File: config.mk
export PLATFORM = sky130hd
export DESIGN_NAME = pulse_current_limiter
export DESIGN_NICKNAME = d
export VERILOG_FILES = /design/src/rtl/pcl_pkg.sv /design/src/rtl/pcl_sync.sv /design/src/rtl/pcl_blank.sv /design/src/rtl/pcl_gate_fsm.sv /design/src/rtl/pulse_current_limiter.sv
export SDC_FILE = /design/constraint.sdc
export NUM_CORES = 1
export LEC_CHECK = 0
export BUFFER_PORTS_ARGS = -buffer_cell sky130_fd_sc_hd__clkbuf_2
export CAP_MARGIN = 5
export CORE_MARGIN = 3
export CORE_UTILIZATION = 35
export CTS_CLUSTER_DIAMETER = 30
export CTS_CLUSTER_SIZE = 16
export DETAILED_ROUTE_END_ITERATION = 8
export GPL_ROUTABILITY_DRIVEN = 0
export PLACE_DENSITY = 0.61
export SLEW_MARGIN = 20
export SYNTH_ARGS = -nofsm -noshare
export SYNTH_HDL_FRONTEND = slang
export SYNTH_SLANG_ARGS = --single-unit
export TNS_END_PERCENT = 10
File: constraint.sdc
create_clock -name clk -period 2.8 [get_ports clk]
set_clock_uncertainty 0.1 [all_clocks]
set_input_delay 0 -clock clk [delete_from_list [all_inputs] [get_ports clk]]
set_output_delay 0 -clock clk [all_outputs]
set_load 0.01 [all_outputs]
File: src/rtl/pcl_pkg.sv
package pcl_pkg;

    typedef enum logic [2:0] {
        GS_IDLE   = 3'd0,
        GS_HS_ON  = 3'd1,
        GS_GAP_HL = 3'd2,
        GS_LS_ON  = 3'd3,
        GS_GAP_LH = 3'd4,
        GS_FAULT  = 3'd5
    } gate_state_t;

endpackage

File: src/rtl/pcl_sync.sv
module pcl_sync #(
    parameter int WIDTH  = 2,
    parameter int STAGES = 2
) (
    input  logic             clk,
    input  logic             rst_n,
    input  logic [WIDTH-1:0] async_i,
    output logic [WIDTH-1:0] sync_o
);

    logic [WIDTH-1:0] stage_q [STAGES];

    always_ff @(posedge clk) begin
        if (!rst_n) begin
            stage_q[0] <= '0;
        end else begin
            stage_q[0] <= async_i;
        end
    end

    generate
        for (genvar s = 1; s < STAGES; s++) begin : g_stage
            always_ff @(posedge clk) begin
                if (!rst_n) begin
                    stage_q[s] <= '0;
                end else begin
                    stage_q[s] <= stage_q[s-1];
                end
            end
        end
    endgenerate

    assign sync_o = stage_q[STAGES-1];

endmodule

File: src/rtl/pcl_blank.sv
module pcl_blank #(
    parameter int BLANK = 10
) (
    input  logic clk,
    input  logic rst_n,
    input  logic gate_en,
    output logic open_o
);

    localparam int CW = $clog2(BLANK + 1);

    logic [CW-1:0] cnt_q;

    // Counter is held at zero while the gate is off, so every rising
    // edge of the gate starts a fresh blanking window.
    always_ff @(posedge clk) begin
        if (!rst_n) begin
            cnt_q <= '0;
        end else if (!gate_en) begin
            cnt_q <= '0;
        end else if (cnt_q != CW'(BLANK)) begin
            cnt_q <= cnt_q + 1'b1;
        end
    end

    assign open_o = gate_en && (cnt_q == CW'(BLANK));


    blank_open_chk: assert property (@(posedge clk) disable iff (!rst_n)
        $rose(gate_en) |-> !open_o);

endmodule

File: src/rtl/pcl_gate_fsm.sv
module pcl_gate_fsm
    import pcl_pkg::*;
#(
    parameter int DEAD_CYC = 2
) (
    input  logic clk,
    input  logic rst_n,
    input  logic pwm_req,
    input  logic peak_s,
    input  logic valley_s,
    input  logic peak_open,
    input  logic valley_open,
    input  logic ss_done,
    input  logic fault_off,
    output logic hs_en,
    output logic ls_en,
    output logic oc_event,
    output logic hiccup_req,
    output logic comp_clamp
);

    localparam int DW = $clog2(DEAD_CYC + 1);

    gate_state_t   state_q, state_nx;
    logic [DW-1:0] dcnt_q;
    logic          peak_cut_q;
    logic          skip_pend_q;
    logic          valley_hold_q;
    logic          peak_trip, valley_trip, grant, gap_done, in_gap;

    assign peak_trip   = (state_q == GS_HS_ON) && peak_open && peak_s;
    assign valley_trip = (state_q == GS_LS_ON) && valley_open && valley_s;
    assign grant       = pwm_req && !peak_cut_q && !skip_pend_q && !valley_hold_q;
    assign in_gap      = (state_q == GS_GAP_HL) || (state_q == GS_GAP_LH);
    assign gap_done    = (dcnt_q == DW'(DEAD_CYC - 1));

    always_comb begin
        state_nx = state_q;
        unique case (state_q)
            GS_IDLE: begin
                if (fault_off)      state_nx = GS_FAULT;
                else if (grant)     state_nx = GS_HS_ON;
                else                state_nx = GS_LS_ON;
            end
            GS_HS_ON: begin
                if (fault_off)                  state_nx = GS_FAULT;
                else if (peak_trip || !pwm_req) state_nx = GS_GAP_HL;
            end
            GS_GAP_HL: begin
                if (fault_off)      state_nx = GS_FAULT;
                else if (gap_done)  state_nx = GS_LS_ON;
            end
            GS_LS_ON: begin
                if (fault_off)      state_nx = GS_FAULT;
                else if (grant)     state_nx = GS_GAP_LH;
            end
            GS_GAP_LH: begin
                if (fault_off)      state_nx = GS_FAULT;
                else if (gap_done)  state_nx = GS_HS_ON;
            end
            GS_FAULT: begin
                if (!fault_off)     state_nx = GS_IDLE;
            end
            default:                state_nx = GS_FAULT;
        endcase
    end

    // State register and dead-time counter
    always_ff @(posedge clk) begin
        if (!rst_n) begin
            state_q <= GS_IDLE;
            dcnt_q  <= '0;
        end else begin
            state_q <= state_nx;
            if (state_nx != state_q || !in_gap) begin
                dcnt_q <= '0;
            end else begin
                dcnt_q <= dcnt_q + 1'b1;
            end
        end
    end

    // Limit latches and registered reports
    always_ff @(posedge clk) begin
        if (!rst_n) begin
            peak_cut_q    <= 1'b0;
            skip_pend_q   <= 1'b0;
            valley_hold_q <= 1'b0;
            oc_event      <= 1'b0;
            hiccup_req    <= 1'b0;
        end else begin
            if (!pwm_req)       peak_cut_q <= 1'b0;
            else if (peak_trip) peak_cut_q <= 1'b1;

            if (!pwm_req)                                     skip_pend_q <= 1'b0;
            else if (state_q == GS_LS_ON && valley_hold_q)    skip_pend_q <= 1'b1;

            if (valley_trip)    valley_hold_q <= 1'b1;
            else if (!valley_s) valley_hold_q <= 1'b0;

            oc_event   <= peak_trip || valley_trip;
            hiccup_req <= ss_done && (peak_trip || valley_trip) && !oc_event;
        end
    end

    // Outputs
    always_comb begin
        hs_en      = (state_q == GS_HS_ON) && !fault_off;
        ls_en      = (state_q == GS_LS_ON) && !fault_off;
        comp_clamp = !ss_done && (peak_cut_q || valley_hold_q);
    end


    hs_gap_chk: assert property (@(posedge clk) disable iff (!rst_n)
        $fell(hs_en) |=> !ls_en);


    ls_gap_chk: assert property (@(posedge clk) disable iff (!rst_n)
        $fell(ls_en) |=> !hs_en);


    cut_hold_chk: assert property (@(posedge clk) disable iff (!rst_n)
        (peak_cut_q && pwm_req) |-> !hs_en);


    skip_hold_chk: assert property (@(posedge clk) disable iff (!rst_n)
        (state_q == GS_LS_ON && valley_hold_q && !fault_off) |=> (state_q != GS_GAP_LH));


    hiccup_pulse_chk: assert property (@(posedge clk) disable iff (!rst_n)
        hiccup_req |=> !hiccup_req);


    hiccup_ss_chk: assert property (@(posedge clk) disable iff (!rst_n)
        hiccup_req |-> $past(ss_done));

endmodule

File: src/rtl/pulse_current_limiter.sv
module pulse_current_limiter #(
    parameter int BLANK_HS    = 10,
    parameter int BLANK_LS    = 40,
    parameter int DEAD_CYC    = 2,
    parameter int SYNC_STAGES = 2
) (
    input  logic clk,
    input  logic rst_n,
    input  logic pwm_req,
    input  logic peak_flag,
    input  logic valley_flag,
    input  logic ss_done,
    input  logic fault_off,
    output logic hs_en,
    output logic ls_en,
    output logic oc_event,
    output logic hiccup_req,
    output logic comp_clamp
);

    localparam int NFLAG = 2;

    logic [NFLAG-1:0] flag_sync;
    logic             peak_open, valley_open;

    pcl_sync #(.WIDTH(NFLAG), .STAGES(SYNC_STAGES)) u_sync (
        .clk     (clk),
        .rst_n   (rst_n),
        .async_i ({valley_flag, peak_flag}),
        .sync_o  (flag_sync)
    );

    pcl_blank #(.BLANK(BLANK_HS)) u_blank_hs (
        .clk     (clk),
        .rst_n   (rst_n),
        .gate_en (hs_en),
        .open_o  (peak_open)
    );

    pcl_blank #(.BLANK(BLANK_LS)) u_blank_ls (
        .clk     (clk),
        .rst_n   (rst_n),
        .gate_en (ls_en),
        .open_o  (valley_open)
    );

    pcl_gate_fsm #(.DEAD_CYC(DEAD_CYC)) u_fsm (
        .clk         (clk),
        .rst_n       (rst_n),
        .pwm_req     (pwm_req),
        .peak_s      (flag_sync[0]),
        .valley_s    (flag_sync[1]),
        .peak_open   (peak_open),
        .valley_open (valley_open),
        .ss_done     (ss_done),
        .fault_off   (fault_off),
        .hs_en       (hs_en),
        .ls_en       (ls_en),
        .oc_event    (oc_event),
        .hiccup_req  (hiccup_req),
        .comp_clamp  (comp_clamp)
    );


    excl_gate_chk: assert property (@(posedge clk) disable iff (!rst_n)
        !(hs_en && ls_en));


    fault_off_chk: assert property (@(posedge clk) disable iff (!rst_n)
        $past(fault_off) && fault_off |-> !hs_en && !ls_en);

endmodule

==> results by group <==
Clock tree
  • Clock slew at reported path FFs: between 0.1 and 0.15 ns
  • Post-CTS sizing: 0
  • Clock Path Buffers: 2
  • Clock latency on the worst-skew pair: 0.32 ns
  • Root Driver: clkbuf_4
  • CTS tree: built
  • H-tree depth: 1
  • CTS Sinks: 24
  • CTS buffer count: 3
  • Post-CTS Setup Inserts: 0

Global route
  • GRT overflow: 0
  • First-pass GRT wire length: approximately 3400 um
  • Largest net degree at the start of global routing: 14
  • Tot GR Track Use: 11.86%
  • Vias in the first global route: ~770
  • Initial antenna violation count: 0

Synthesis
  • Main combinational cell family by area after synthesis: simple AND/OR/NAND/NOR gates
  • Asr flop ratio synth: 0%
  • Cell Area, Synth: 0.001079 mm2
  • Synth Area in Simple Gates: roughly a quarter
  • Synth Area in Compound Gates: approximately a tenth
  • Mapped Nets: approximately 130
  • Yosys cell types: 40
  • Synthesized flop and latch total: 24
  • Syn Inst Count: 116
  • Mux share of post-synthesis cell area: 0.9281%
  • Top post-synthesis cells by count: 24 x dfxtp_1, 11 x nor2_1, 10 x inv_1
  • Synth top area cells: dfxtp_1 45%, ha_1 5.8%, xnor2_1 4.9%
  • Most common cell in the netlist: dfxtp_1
  • Post-synth EDFFs: 0
  • Sequential element share of the synthesized area: ~45%
  • Adder-cell area share of the yosys netlist: between 5 and 6%
  • Main synth FF type: dfxtp_1
  • Area leader, netlist: dfxtp_1
  • Syn Area/Cell: ~9.3 um2
  • Ys Warns: 0
  • Share of the synthesized area in the top cell type: 44.55%
  • XOR/XNOR Fraction of Synth Area: under 10%

Worst setup path
  • Reg2Reg Setup Slack: around 0.86 ns
  • Crit path cell chain: nor4b_1 -> nand3_1 -> a31oi_1 -> dlygate4sd3_1
  • Worst setup path class: flip-flop to flip-flop
  • Slowest-stage cell, CP: nor4b_1
  • Worst path max stage delay: roughly 0.56 ns
  • Critical path startpoint category: flip-flop
  • Crit path required time: about 3.0 ns
  • Crit path max-delay family: simple AND/OR/NAND/NOR gates
  • Reg2reg end: u_fsm.state_q[2]
  • Crit-path max FO: 4
  • Data arrival time of the worst path: 2.11 ns
  • R2R depth: 4
  • Worst r2r src: u_fsm.peak_cut_q
  • WP buf/inv: 1
  • Worst setup EP type: flip-flop

Floorplanning
  • Area of the die: between 0.003 and 0.004 mm2
  • Starting Density: between 30% and 40%
  • Core area: 0.002853 mm2
  • Die height: 61.51 um
  • Top Ports: 12
  • Die X: 61.51 um
  • Site Rows: 19

Worst hold path
  • Hold Startpoint: u_fsm.dcnt_q[0]
  • Hold path depth: 1
  • Hold Path Sink: u_fsm.dcnt_q[0]
  • Hold WC Path Type: flip-flop to flip-flop

STA
  • Setup violators final: 0
  • Slew HR: roughly three fifths
  • Setup_tns: 0 ns
  • Hold Slack: 0.3486 ns
  • Final worst path period share: 69.35%
  • Worst Max-Slew Pin Slew: about 0.59 ns
  • Minimum clock period: 1.942 ns
  • Max Freq: around 510 MHz
  • RSZ-0062 raised after global routing: no
  • Final Max Slew Viols: 0
  • Final hold vios: 0

Placed design
  • Hpwl dp: approximately 1400 um
  • Inst Count DP: 153
  • Port bufs: 11

Pwr
  • Cell Pwr Density: 466.3 mW/mm2
  • Static Leak: ~0.48 nW
  • Maximum vdd drop: roughly 280 uV

Layout
  • Layout Cells excl Fill: around 170
  • Area of the multi-input gates: ~520 um2
  • N_diodes: 0
  • Fraction of layout cells with a size suffix above 1: between 10% and 20%
  • FF+latch area: 480.5 um2
  • Fillers: 290
  • Area growth from synthesis to layout: 17.75%
  • Nets@finish: 149

Detailed routing
  • Antenna-violating nets left: 0
  • Vias post-DR: about 830
  • Drt total wl: between 1500 and 2000 um
  • Drt via density: about 5.0
  • Pre-antenna DRT Iters: 4
  • Drt wl/cell: around 12 um
  • Residual DRC: 0
  • Starting DRT DRC Count: 20

Status
  • Status: completed

Flow run
  • Max-cap violations: 0
routing by layer:
metal / track usage [%] / wire, um
met5: 0 / 0
met4: 2.727 / 24
met3: 4.403 / 94
met2: 19.13 / 863
met1: 15.08 / 956
final cells by class:
type | count | area share, %
well taps | 31 | 3.054
inverters | 11 | 3.251
flip-flops and latches | 24 | 37.83
repair buffers | 21 | 12.22
clock buffers | 4 | 2.857
multi-input cells | 76 | 40.79
registers in the layout, indices dropped and copies added (netlist names):
register	flops
u_blank_hs.cnt_q	4
u_blank_ls.cnt_q	6
u_fsm.dcnt_q	2
u_fsm.hiccup_req	1
u_fsm.oc_event	1
u_fsm.peak_cut_q	1
u_fsm.skip_pend_q	1
u_fsm.state_q	3
u_fsm.valley_hold_q	1
u_sync.stage_q	4
power by group:
| group | internal (mW) | switching (mW) |
|---|---|---|
| Clock | 0.0796 | 0.106 |
| Combinational | 0.0267 | 0.0200 |
| Sequential | 0.349 | 0.0105 |
worst max-delay path by stage:
stage | start | end | slack [ns] | depth (start not counted)
4_1_cts | u_fsm.peak_cut_q | u_fsm.state_q[2] | 0.87 | 4
5_1_grt | u_fsm.peak_cut_q | u_fsm.state_q[2] | 0.60 | 4
6_report | u_fsm.peak_cut_q | u_fsm.state_q[2] | 0.86 | 4
3_3_place_gp | u_fsm.state_q[1] | u_fsm.hiccup_req | 1.30 | 4
2_1_floorplan | u_blank_ls.cnt_q[0] | u_blank_ls.cnt_q[1] | 1.44 | 7
3_5_place_dp | u_fsm.state_q[1] | u_fsm.hiccup_req | 1.28 | 4
per-stage QoR:
stage	cell area (um2)	worst slack [ns]	util, %	power, mW
2_1_floorplan	1079	1.436	-	0.3952
3_5_place_dp	1134	1.285	39.74	0.4023
5_1_grt	1270	0.6013	44.52	0.6209
6_report	1270	0.8582	44.52	0.5921
4_1_cts	1270	0.8669	44.52	0.5965
3_3_place_gp	1134	1.300	39.74	0.4013
kinds of logic after synthesis:
logic type / Yosys count
muxes: 1
DFF: 24
AOI/OAI and AO/OA: 17
and+or+nand+nor: 44
buffers and inverters: 16
adders and majority gates: 5
xor gates and xnor gates: 9
cells in the final DEF (no fill, tap or decap), types with 2 or more instances in the layout:
master         Yosys  layout
dlygate4sd3_1      0      10
and2_1             4       4
nor2_1            11      11
clkbuf_4           0       3
nand3_1            5       5
a211oi_1           2       2
clkbuf_2           0      11
xnor2_1            6       6
xor2_1             3       3
nand2_1            7       7
inv_1             10      10
ha_1               5       5
dfxtp_1           24      24
o21ai_0            3       3
nor3_1             2       2
a21oi_1            5       5
nor2b_1            2       2
timing repair:
action                     CTS  global route
hold buffers                10             0
hold endpoints to repair    11             0
setup endpoints to repair    0             0
No activity file was read; power rests on OpenSTA's default activity.
